<file path="src/rtl/irq_pacer_pkg.sv">
package irq_pacer_pkg;

  typedef enum logic [1:0] {
    RATE_BELOW = 2'd0,
    RATE_EQUAL = 2'd1,
    RATE_ABOVE = 2'd2
  } rate_cmp_e;

  // Relation of the pulses seen in an interval to the goal rate.
  function automatic rate_cmp_e rate_compare(input int unsigned seen,
                                             input int unsigned goal);
    if (seen > goal) return RATE_ABOVE;
    if (seen < goal) return RATE_BELOW;
    return RATE_EQUAL;
  endfunction

endpackage

</file>
<file path="src/rtl/pacer_tick_gen.sv">
module pacer_tick_gen #(
  parameter int PRESC_W       = 16,
  parameter int TICKS_PER_IVL = 250
) (
  input  logic               clk,
  input  logic               rst_n,
  input  logic               clk_en,
  input  logic [PRESC_W-1:0] prescale,
  output logic               tick,
  output logic               ivl_end
);
  localparam int IVL_W = $clog2(TICKS_PER_IVL + 1);

  logic [PRESC_W-1:0] presc_cnt;
  logic [IVL_W-1:0]   ivl_cnt;

  // True when the current enable closes a prescale period (0 acts as 1).
  function automatic logic presc_last(input logic [PRESC_W-1:0] cnt,
                                      input logic [PRESC_W-1:0] lim);
    return ({1'b0, cnt} + 1'b1) >= {1'b0, lim};
  endfunction

  assign tick    = clk_en && presc_last(presc_cnt, prescale);
  assign ivl_end = tick && (ivl_cnt == IVL_W'(TICKS_PER_IVL - 1));

  always_ff @(posedge clk) begin
    if (!rst_n) begin
      presc_cnt <= '0;
      ivl_cnt   <= '0;
    end else begin
      if (tick)        presc_cnt <= '0;
      else if (clk_en) presc_cnt <= presc_cnt + 1'b1;
      if (ivl_end)     ivl_cnt <= '0;
      else if (tick)   ivl_cnt <= ivl_cnt + 1'b1;
    end
  end


  tick_spacing_chk: assert property (@(posedge clk) disable iff (!rst_n)
    tick |=> (!tick || prescale <= PRESC_W'(1)));


  ivl_spacing_chk: assert property (@(posedge clk) disable iff (!rst_n)
    ivl_end |=> (!ivl_end || TICKS_PER_IVL == 1));

endmodule

</file>
<file path="src/rtl/pacer_channel.sv">
module pacer_channel
  import irq_pacer_pkg::*;
#(
  parameter int LEN_W   = 8,
  parameter int LEN_MAX = 255,
  parameter int EVT_W   = 8
) (
  input  logic             clk,
  input  logic             rst_n,
  input  logic             tick,
  input  logic             ivl_end,
  input  logic             req,
  input  logic [EVT_W-1:0] target,
  output logic             pulse,
  output logic             permit,
  output logic [LEN_W-1:0] hold_len
);
  localparam logic [LEN_W-1:0] LEN_CAP = LEN_W'(LEN_MAX);
  localparam logic [EVT_W-1:0] EVT_CAP = '1;

  logic [LEN_W-1:0] timer;
  logic [EVT_W-1:0] evt_cnt;
  logic             pacing_off;
  logic             reload;
  logic             countdown;
  rate_cmp_e        verdict;

  function automatic logic [LEN_W-1:0] step_len(input logic [LEN_W-1:0] cur,
                                                input rate_cmp_e how);
    case (how)
      RATE_ABOVE: return (cur < LEN_CAP) ? cur + 1'b1 : cur;
      RATE_BELOW: return (cur != '0) ? cur - 1'b1 : cur;
      default:    return cur;
    endcase
  endfunction

  function automatic logic [EVT_W-1:0] count_up(input logic [EVT_W-1:0] cur);
    return (cur == EVT_CAP) ? cur : cur + 1'b1;
  endfunction

  assign pacing_off = (target == '0);
  assign permit     = pacing_off || (timer == '0);
  assign pulse      = req && permit;
  assign reload     = pulse && !pacing_off;
  assign countdown  = tick && (timer != '0);
  assign verdict    = rate_compare(int'(evt_cnt), int'(target));

  always_ff @(posedge clk) begin
    if (!rst_n) begin
      timer    <= '0;
      evt_cnt  <= '0;
      hold_len <= '0;
    end else begin
      if (pacing_off)     timer <= '0;
      else if (reload)    timer <= hold_len;
      else if (countdown) timer <= timer - 1'b1;

      if (ivl_end)    evt_cnt <= pulse ? EVT_W'(1) : '0;
      else if (pulse) evt_cnt <= count_up(evt_cnt);

      if (pacing_off)   hold_len <= '0;
      else if (ivl_end) hold_len <= step_len(hold_len, verdict);
    end
  end


  reload_len_chk: assert property (@(posedge clk) disable iff (!rst_n)
    reload |=> timer == $past(hold_len));


  hold_step_chk: assert property (@(posedge clk) disable iff (!rst_n)
    (ivl_end && !pacing_off) |=> (hold_len == $past(hold_len) ||
      hold_len == $past(hold_len) + 1'b1 || hold_len + 1'b1 == $past(hold_len)));


  hold_quiet_chk: assert property (@(posedge clk) disable iff (!rst_n)
    (!ivl_end && !pacing_off) |=> hold_len == $past(hold_len));


  hold_ceiling_chk: assert property (@(posedge clk) disable iff (!rst_n)
    hold_len <= LEN_CAP);


  pacing_off_chk: assert property (@(posedge clk) disable iff (!rst_n)
    pacing_off |=> (timer == '0 && hold_len == '0));

endmodule

</file>
<file path="src/rtl/irq_pacer.sv">
module irq_pacer #(
  parameter int PRESC_W       = 16,
  parameter int TICKS_PER_IVL = 250,
  parameter int LEN_W         = 8,
  parameter int LEN_MAX       = 255,
  parameter int EVT_W         = 8
) (
  input  logic               clk,
  input  logic               rst_n,
  input  logic               clk_en,
  input  logic [PRESC_W-1:0] prescale,
  input  logic [EVT_W-1:0]   rx_target,
  input  logic [EVT_W-1:0]   tx_target,
  input  logic               rx_req,
  input  logic               tx_req,
  output logic               tick,
  output logic               ivl_end,
  output logic               rx_pulse,
  output logic               tx_pulse,
  output logic               rx_permit,
  output logic               tx_permit,
  output logic [LEN_W-1:0]   rx_hold,
  output logic [LEN_W-1:0]   tx_hold
);
  localparam int NCH = 2;

  logic [EVT_W-1:0] ch_target [NCH];
  logic             ch_req    [NCH];
  logic             ch_pulse  [NCH];
  logic             ch_permit [NCH];
  logic [LEN_W-1:0] ch_hold   [NCH];

  assign ch_target[0] = rx_target;
  assign ch_target[1] = tx_target;
  assign ch_req[0]    = rx_req;
  assign ch_req[1]    = tx_req;

  pacer_tick_gen #(
    .PRESC_W      (PRESC_W),
    .TICKS_PER_IVL(TICKS_PER_IVL)
  ) u_tick (
    .clk     (clk),
    .rst_n   (rst_n),
    .clk_en  (clk_en),
    .prescale(prescale),
    .tick    (tick),
    .ivl_end (ivl_end)
  );

  // one independent channel per interrupt class, sharing the tick.
  for (genvar ch = 0; ch < NCH; ch++) begin : g_ch
    pacer_channel #(
      .LEN_W  (LEN_W),
      .LEN_MAX(LEN_MAX),
      .EVT_W  (EVT_W)
    ) u_ch (
      .clk     (clk),
      .rst_n   (rst_n),
      .tick    (tick),
      .ivl_end (ivl_end),
      .req     (ch_req[ch]),
      .target  (ch_target[ch]),
      .pulse   (ch_pulse[ch]),
      .permit  (ch_permit[ch]),
      .hold_len(ch_hold[ch])
    );
  end

  assign rx_pulse  = ch_pulse[0];
  assign tx_pulse  = ch_pulse[1];
  assign rx_permit = ch_permit[0];
  assign tx_permit = ch_permit[1];
  assign rx_hold   = ch_hold[0];
  assign tx_hold   = ch_hold[1];

endmodule

</file>
<file path="config.mk">
export PLATFORM = sky130hd
export DESIGN_NAME = irq_pacer
export DESIGN_NICKNAME = d
export VERILOG_FILES = /design/src/rtl/irq_pacer_pkg.sv /design/src/rtl/pacer_tick_gen.sv /design/src/rtl/pacer_channel.sv /design/src/rtl/irq_pacer.sv
export SDC_FILE = /design/constraint.sdc
export NUM_CORES = 1
export LEC_CHECK = 0
export ABC_AREA = 1
export BUFFER_PORTS_ARGS = -buffer_cell sky130_fd_sc_hd__clkbuf_2
export CAP_MARGIN = 20
export CORE_MARGIN = 2
export CORE_UTILIZATION = 40
export CTS_CLUSTER_SIZE = 20
export DETAILED_ROUTE_END_ITERATION = 10
export PLACE_DENSITY = 0.64
export SYNTH_ARGS = -nofsm -noshare
export SYNTH_HDL_FRONTEND = slang
export SYNTH_HIERARCHICAL = 1
export SYNTH_SLANG_ARGS = --single-unit
</file>
<file path="constraint.sdc">
create_clock -name clk -period 3.7 [get_ports clk]
set_clock_uncertainty 0.15 [all_clocks]
set_input_delay 0.185 -clock clk [delete_from_list [all_inputs] [get_ports clk]]
set_output_delay 0.185 -clock clk [all_outputs]
set_load 0.02 [all_outputs]
</file>
==> results_dict.tcl, run 1 <==
set metrics [dict create \
    worst_slew_pin_slew_ps 718 \
    syn_area_per_cell_sq_um 6.55 \
    crit_arrival_ps 3120 \
    drive_gt1_share_pct 14.9 \
    seq_area_frac_synth_pct 24.8 \
    p_comb_share_pct 13.9 \
    h-tree-depth 3 \
    power.internal_mw 1.48 \
    grt_pass1_vias 4986 \
    diodes 0 \
    antenna_found_initial 0 \
    ctsRootBufferMaster "clkbuf_16" \
    nets 1042 \
    yosys_warnings 6 \
    path_clk_slew_ps 60 \
    start_kind "flop" \
    p_leak_nw 3.27 \
    max_freq_ghz 0.289 \
    fin_crit_ps 3460 \
    slew_headroom_pct 52.0 \
    numCtsBuffers 9 \
    tns_ps 0 \
    stdcell_area_sq_um 6610 \
    numPortBuffers 58 \
    status "completed" \
    setup_viol 0 \
    boundaryPins 59 \
    worstSetupPathType "flop to output pin" \
    synth_cell_types 39 \
    drt_iter0_markers 244 \
    final_util_pct 46.0 \
    final_max_slew_viol_count 0 \
    synthCells 888 \
    die_x_um 125 \
    grt_use_met2_pct 27.8 \
    hold_path.class "input pin to flop" \
    grt.met3_usage_pct 3.87 \
    grt_overflow 0 \
    cts_hold_buffers 0 \
    syn_to_final_growth_pct 13.6 \
    ys_ff_latch 72 \
    wire_per_inst_um 11.2 \
    syn_nets 980 \
    drc 0 \
    die_h_um 125 \
    finalCritPeriodShare_pct 93.4 \
    coreArea_sq_um 14400 \
    placed_area_sq_um 6290 \
    grt_max_degree 24 \
    dr.pass1.iters 4 \
    clock_latency_ps 350 \
    swShare_pct 26.0 \
    dp_slack_ps 267 \
    vias 5380 \
    pwr-share-clk_pct 45.5 \
    end_kind "output pin" \
    hold_viol 0 \
    rsz0062_at_grt "no" \
    power.net_switching_uw 521 \
    cts_buffer_depth 2 \
    use_met1_pct 23.5 \
    grt_pass1_wl_um 22700 \
    initial_utilization_pct 40.5 \
    fin_cells 1138 \
    hpwl_um 9950 \
    seq_power_share_pct 40.6 \
    place_congestion 0.861 \
    crit_required_ps 3370 \
    powerDensity_nw_per_um2 303 \
    peakVddDrop_v 0.000146 \
    maxCapViolations 0 \
    routed_wl_um 12700 \
    placementRows 44 \
    viasPerCell 4.73 \
    grt_usage_pct 17.4 \
    worst_slack_ps 243 \
    netlist_area_sq_um 5820 \
    antenna_left 0 \
    dp.cells 1122 \
    cts_sinks 72 \
    tritoncts "yes" \
    die_area_sq_um 15500 \
    busiest_layer "met2" \
    worstPathMaxFanout 17 \
]
-- flip-flops by register name, indices dropped and copies added, names as in the netlist --
name,cells
u_tick/presc_cnt,16
g_ch.u_ch/timer,16
g_ch.u_ch/hold_len,16
g_ch.u_ch/evt_cnt,16
u_tick/ivl_cnt,8
-- cell families (layout without fill, tap and decap cells) --
logic type | count (synthesis) | after routing | share of synthesized area (%)
and+or+nand+nor | 464 | 464 | 37.1
DFF | 72 | 72 | 24.8
xor gates and xnor gates | 40 | 40 | 6.02
AOI/OAI and AO/OA | 93 | 93 | 8.90
buffers and inverters | 164 | 230 | 11.2
adders and majority gates | 55 | 55 | 12.1
-- worst max-delay path, stage by stage (launching register included) --
cell and delay, ps:
dfxtp_1 390, and3_2 260, nand3_1 150, nor2_1 150, xor2_1 250, inv_1 80
ha_1 270, nand2_1 60, nor2_1 100, nand2_1 60, o21ai_0 170, nor2_1 100
nand3_4 80, nand3_1 110, inv_1 130, buf_6 200, clkbuf_2 210
-- metrics by stage --
step                total power [mW]  hold WS [ps]
global route                    2.11          68.9
detailed placement              1.11           307
CTS                             2.03          31.1
finish                          2.00          39.5
floorplan                       1.03           199
global placement                1.11           305
-- power groups by stage --
stage | Combinational (mW) | Sequential [mW] | Clock, mW
after floorplan | 0.212 | 0.823 | 0
after global placement | 0.279 | 0.827 | 0
after detailed placement | 0.279 | 0.828 | 0
after CTS | 0.281 | 0.811 | 0.939
after global routing | 0.327 | 0.814 | 0.973
final | 0.279 | 0.811 | 0.910
-- placed cells by master (no fill, tap or decap), types with 5 or more instances in the layout --
cell	netlist	layout
ha_1	53	53
nor3_1	17	17
clkbuf_16	0	9
xnor2_1	9	9
clkbuf_2	0	57
o22ai_1	5	5
a21oi_1	52	52
xor2_1	31	31
o21ai_0	24	24
inv_2	10	11
nor2_1	102	101
nand2_1	203	202
nand2_2	16	17
nand4_1	21	21
nand3b_1	6	6
nand2_4	6	6
dfxtp_1	72	71
inv_1	141	140
nor2_2	13	14
nand3_1	63	63
-- layer usage --
metal / routed length (um) / up-vias
met5: 0 / -
met4: 182 / 0
met3: 486 / 13
met2: 5640 / 70
met1: 6400 / 2344
li1: - / 2953
-- layout make-up --
class | instances | area, sq um
timing repair buffer | 62 | 324
sequential | 72 | 1440
multi-input combinational | 652 | 3730
inverter | 153 | 577
tap | 184 | 230
fill | 1518 | 7760
clock buffer | 11 | 233
clock inverter | 4 | 70.1
-- Yosys cell counts, drive strengths merged --
library cell / n / share of area [%]
nand2: 225 / 16
inv: 152 / 9.8
nor2: 118 / 8.6
dfxtp: 72 / 25
nand3: 69 / 6.7
a21oi: 53 / 4.8
ha: 53 / 11
xor2: 31 / 4.7
o21ai: 25 / 2.2
nand4: 21 / 2.3
nor3: 21 / 2.4
xnor2: 9 / 1.4
buf: 6 / 0.92
nand3b: 6 / 0.77
clkbuf: 5 / 0.32
o22ai: 5 / 0.54
a31oi: 4 / 0.43
a21o: 3 / 0.39
nor4: 3 / 0.32
fa: 2 / 0.69
a211oi: 1 / 0.13
and3: 1 / 0.11
clkinv: 1 / 0.064
o211ai: 1 / 0.13
o21bai: 1 / 0.32
-- timing repair --
item | in CTS | in global routing
resized for setup | 0 | 7
setup buffers | 0 | 1
endpoints found under the hold margin | 0 | 0
setup endpoints to repair | 0 | 11
-- worst paths after layout --
path	depth (start not counted)	startpoint	end	slack, ps
min	3	rx_req	g_ch[0].u_ch/timer[5]	40
max reg2reg	19	u_tick/presc_cnt[2]	g_ch[1].u_ch/timer[4]	370
max	16	u_tick/presc_cnt[2]	ivl_end	240
min reg2reg	2	u_tick/ivl_cnt[7]	u_tick/ivl_cnt[7]	310
No activity file was read; power rests on OpenSTA's default activity.
==> run 2: changes to the inputs <==
Settings changed: ABC_AREA 1 to unset.
==> results_dict.tcl, run 2 <==
set metrics [dict create \
    drc 0 \
    coreArea_sq_um 13100 \
    finalCritPeriodShare_pct 98.4 \
    yosys_warnings 6 \
    worstSetupPathType "flop to flop" \
    synthCells 669 \
    p_total_mw 1.94 \
    start_kind "flop" \
    crit_arrival_ps 3680 \
    async_flop_share_pct 0 \
    hpwl_um 10600 \
    wire_per_inst_um 15.1 \
    die_area_sq_um 14300 \
    syn_nets 761 \
    fin_crit_ps 3640 \
    clock_latency_ps 340 \
    yosysTopAreaCell "dfxtp_1" \
    grt_usage_pct 19.9 \
    mostFrequentLayoutCell "dfxtp_1" \
    path_clk_slew_ps 60 \
    reg2reg_slack_ps 60 \
    setup_viol 0 \
    yosys-top-cells-area "dfxtp_1, ha_1, inv_1, nand2_1, a21oi_1" \
    max_freq_ghz 0.275 \
    numCtsBuffers 9 \
    final_cell_mix "dfxtp_1, inv_1, nand2_1, clkbuf_2, buf_4" \
    rsz0062_at_grt "yes" \
    routed_wl_um 14500 \
    muxShareOfSynthArea_pct 1.68 \
    synth_top_family_by_area "simple AND/OR/NAND/NOR gates" \
    r2r_end "g_ch[0].u_ch/hold_len[7]" \
    crit_required_ps 3740 \
    die_h_um 120 \
    grt_pass1_wl_um 23700 \
    tns_ps 0 \
    synthSimpleGateAreaFrac_pct 28.5 \
    end_kind "flop" \
    antenna_left 0 \
    final_max_slew_viol_count 0 \
    reg2reg_depth 18 \
    cts_buffer_depth 2 \
    cts_hold_buffers 0 \
    worst_slew_pin_slew_ps 709 \
    peakVddDrop_v 0.000280 \
    antenna_found_initial 0 \
    p_leak_nw 2.99 \
    syn_area_per_cell_sq_um 8.01 \
    grt_overflow 0 \
    p_comb_share_pct 9.5 \
    maxCapViolations 0 \
    grt_pass1_vias 5234 \
    pwr-share-clk_pct 49.6 \
    seq_area_frac_synth_pct 26.9 \
    holdPathEnd "g_ch[0].u_ch/evt_cnt[0]" \
    hold_path.class "input pin to flop" \
    ctsRootBufferMaster "clkbuf_16" \
    synth_edf_count 0 \
    swShare_pct 24.2 \
    grt_max_degree 29 \
    power.internal_mw 1.47 \
    synth.most_common_cell "dfxtp_1" \
    rr_startpoint "u_tick/presc_cnt[8]" \
    slew_headroom_pct 52.5 \
    placed_area_sq_um 6210 \
    synthAdderAreaFrac_pct 13.1 \
    vias 5441 \
    stdcell_area_sq_um 6850 \
    nets 876 \
    holdWs_ps 213 \
    yosys-top-cells-count "dfxtp_1, inv_1, nand2_1" \
    cts_sinks 72 \
    placementRows 42 \
    drive_gt1_share_pct 26.1 \
    holdPathStages 5 \
    numPortBuffers 58 \
    synth_ff_type "dfxtp_1" \
    drt_iter0_markers 338 \
    boundaryPins 59 \
    synth_compound_area_share_pct 19.1 \
    power.net_switching_uw 468 \
    initial_utilization_pct 40.8 \
    status "completed" \
    h-tree-depth 3 \
    ys_ff_latch 72 \
    dr.pass1.iters 6 \
    hp-start "rx_req" \
    place_congestion 0.868 \
    netlist_area_sq_um 5360 \
    synth_cell_types 72 \
    syn_to_final_growth_pct 28.0 \
    viasPerCell 5.64 \
    synth_top_area_share_pct 26.9 \
    seq_power_share_pct 40.9 \
    die_x_um 120 \
    fill_cells 1252 \
    diodes 0 \
    synth-xor-area-share_pct 4.58 \
    worstPathMaxFanout 5 \
    tritoncts "yes" \
    powerDensity_nw_per_um2 283 \
    hold_viol 0 \
]
[run 2: cell count changes after synthesis, moves of 16 or more]
| cell | delta |
|---|---|
| nor2_1 | -57 |
| xor2_1 | -19 |
| nand2_1 | -141 |
| inv_1 | -79 |
| nand3_1 | -25 |
| nand2_2 | -16 |
[run 2: area by class of cell]
cell class / count / area [sq um] / share of cell area, %
clock buffer: 10 / 239 / 3.49
clock inverter: 6 / 90.1 / 1.31
sequential: 72 / 1450 / 21.1
tap: 176 / 220 / 3.21
multi-input combinational: 521 / 3870 / 56.4
inverter: 62 / 236 / 3.45
timing repair buffer: 118 / 753 / 11.0
[run 2: kinds of logic (layout without fill, tap and decap cells)]
group | Yosys count | in the layout
buf+inv | 77 | 196
flops | 72 | 72
mux | 9 | 9
xor+xnor | 28 | 28
simple gates | 275 | 276
fa+ha+maj | 55 | 55
compound gates | 153 | 153
[run 2: power groups by stage]
stage | sequential (mW) | combinational [mW] | clock [mW]
global placement | 0.810 | 0.167 | 0
global route | 0.794 | 0.204 | 1.01
finish | 0.793 | 0.184 | 0.960
CTS | 0.792 | 0.177 | 0.971
floorplan | 0.807 | 0.114 | 0
detailed placement | 0.810 | 0.175 | 0
[run 2: worst max-delay path by stage]
stage                               endpoint                  from
detailed placement  g_ch[1].u_ch/hold_len[4]  u_tick/presc_cnt[10]
global route           g_ch[1].u_ch/timer[5]   u_tick/presc_cnt[8]
global placement    g_ch[1].u_ch/hold_len[4]  u_tick/presc_cnt[11]
floorplan           g_ch[1].u_ch/hold_len[4]   u_tick/presc_cnt[2]
CTS                    g_ch[1].u_ch/timer[6]   u_tick/presc_cnt[4]
finish              g_ch[0].u_ch/hold_len[7]   u_tick/presc_cnt[8]
[run 2: worst max-delay path: stages, from the launching register on]
cell      delay, ps
dfxtp_1         340
and4_1          230
and2_4          170
nand3_4          80
or2_4           240
nand2_2          60
nand2_2          60
ha_4            260
nand3_2          60
or3_4           360
a311oi_4        330
nor4_4          120
nor2_4          220
buf_6           130
o21a_1          130
o221a_4         220
o21a_1          140
o21ai_0          70
nor3b_1         150
[run 2: repair_timing]
item / CTS / global route
pin swaps: 9 / 19
resized for setup: 12 / 31
setup buffers: 7 / 9
setup endpoints to repair: 29 / 31
cloned: 0 / 2
[run 2: per-stage QoR]
stage | setup slack (ps) | util (%) | instances
after global routing | -159 | 52.2 | 965
after global placement | -97.0 | 47.3 | 932
after floorplan | -263 | - | 669
final | 59.7 | 52.2 | 965
after CTS | 17.2 | 50.5 | 954
after detailed placement | -199 | 47.3 | 932
[run 2: routing by layer]
metal / track usage, % / up-vias / routed length (um)
met2: 36.5 / 150 / 7440
li1: - / 2663 / -
met5: 0 / - / 0
met4: 5.81 / 0 / 266
met3: 2.90 / 26 / 603
met1: 24.0 / 2602 / 6240
==> run 3: changes to the inputs <==
Settings changed: REMOVE_ABC_BUFFERS set to 1.
==> results_dict.tcl, run 3 (synthesized netlist as in run 2, its figures left out) <==
set metrics [dict create \
    initial_utilization_pct 40.8 \
    worst_slew_pin_slew_ps 695 \
    seq_power_share_pct 42.8 \
    numCtsBuffers 9 \
    drc 0 \
    p_total_mw 1.85 \
    ctsRootBufferMaster "clkbuf_16" \
    syn_to_final_growth_pct 25.6 \
    wire_per_inst_um 14.5 \
    crit_required_ps 3800 \
    grt_overflow 0 \
    placementRows 42 \
    diodes 0 \
    final_max_slew_viol_count 0 \
    end_kind "flop" \
    final_cell_mix "dfxtp_1, inv_1, nand2_1" \
    power.internal_mw 1.41 \
    dr.pass1.iters 4 \
    path_clk_slew_ps 60 \
    tritoncts "yes" \
    crit_arrival_ps 3810 \
    maxCapViolations 0 \
    start_kind "flop" \
    finalCritPeriodShare_pct 100 \
    die_area_sq_um 14300 \
    p_comb_share_pct 9.6 \
    coreArea_sq_um 13100 \
    cts_sinks 72 \
    clock_latency_ps 330 \
    worst_slack_ps -7.57 \
    hold_viol 0 \
    drt_iter0_markers 257 \
    power.net_switching_uw 441 \
    grt_pass1_wl_um 23500 \
    cts_hold_buffers 0 \
    max_freq_ghz 0.270 \
    pwr-share-clk_pct 47.5 \
    numPortBuffers 58 \
    grt_usage_pct 19.9 \
    die_h_um 120 \
    peakVddDrop_v 0.000202 \
    status "finished with violations" \
    routed_wl_um 13900 \
    violations "setup timing" \
    drive_gt1_share_pct 24.7 \
    p_leak_nw 2.89 \
    place_congestion 0.844 \
    grt_pass1_vias 5227 \
    worstPathMaxFanout 4 \
    setup_viol 2 \
    die_x_um 120 \
    fin_crit_ps 3710 \
    slew_headroom_pct 53.4 \
    nets 867 \
    antenna_left 0 \
    dp_slack_ps -195 \
    worstSetupPathType "flop to flop" \
    grt_max_degree 29 \
    powerDensity_nw_per_um2 275 \
    vias 5259 \
    holdWs_ps 220 \
    cts_buffer_depth 2 \
    antenna_found_initial 0 \
    viasPerCell 5.50 \
    boundaryPins 59 \
    rsz0062_at_grt "yes" \
    swShare_pct 23.8 \
    hpwl_um 10400 \
    h-tree-depth 3 \
    mostFrequentLayoutCell "dfxtp_1" \
    hold_path.class "input pin to flop" \
]
run 3: critical path: stages, from the launching register on:
cell and delay (ps):
dfxtp_1 340, and3_4 180, and3_4 210, nand3_4 80, buf_6 120, or3_4 340, nand2_4 80, ha_4 140
nand3_2 80, or3_4 360, a311oi_4 260, nor4_4 110, nor2_1 130, buf_4 170, o21ai_2 80, or3_4 380
a211o_1 300, a21oi_1 130
run 3: timing repair:
item                       4_1_cts  5_1_grt
cloned                           0        0
pin swaps                        7        6
gates resized for setup         26       36
buffers inserted                 5        1
setup endpoints to repair       27       34
run 3: power groups by stage:
stage | logic (mW) | clock network, mW | registers (mW)
3_3_place_gp | 0.165 | 0 | 0.809
3_5_place_dp | 0.172 | 0 | 0.810
6_report | 0.178 | 0.881 | 0.793
2_1_floorplan | 0.105 | 0 | 0.807
5_1_grt | 0.200 | 0.945 | 0.794
4_1_cts | 0.176 | 0.903 | 0.793
run 3: through the flow:
step                      instances  utilization (%)  area (sq um)  setup TNS [ps]
after floorplan                 654                -          5260          -76430
after global placement          934             46.7          6140            -276
after detailed placement        934             46.7          6140           -2430
after CTS                       955             50.2          6590               0
after global routing            956             51.2          6730           -1090
final                           956             51.2          6730           -11.8
run 3: path summary, 6_finish.rpt:
check / to / slack [ps] / cells past startpoint / start
min: g_ch[0].u_ch/evt_cnt[0] / 220 / 5 / rx_req
min reg2reg: g_ch[1].u_ch/timer[6] / 340 / 2 / g_ch[1].u_ch/timer[6]
max reg2reg: g_ch[1].u_ch/hold_len[4] / -8 / 17 / u_tick/presc_cnt[2]
max: g_ch[1].u_ch/hold_len[4] / -8 / 17 / u_tick/presc_cnt[2]
run 3: area by class of cell:
cell class | count | area [sq um]
Fill cell | 1251 | 6410
Timing Repair Buffer | 110 | 714
Inverter | 62 | 235
Clock buffer | 11 | 253
Tap cell | 176 | 220
Sequential cell | 72 | 1450
Multi-Input combinational cell | 520 | 3800
Clock inverter | 5 | 55.1
run 3: layer usage:
metal	wire (um)	up-vias	track usage [%]
li1	-	2656	-
met1	6110	2458	23.6
met2	6980	123	35.1
met3	527	22	4.80
met4	276	0	6.25
met5	0	-	0
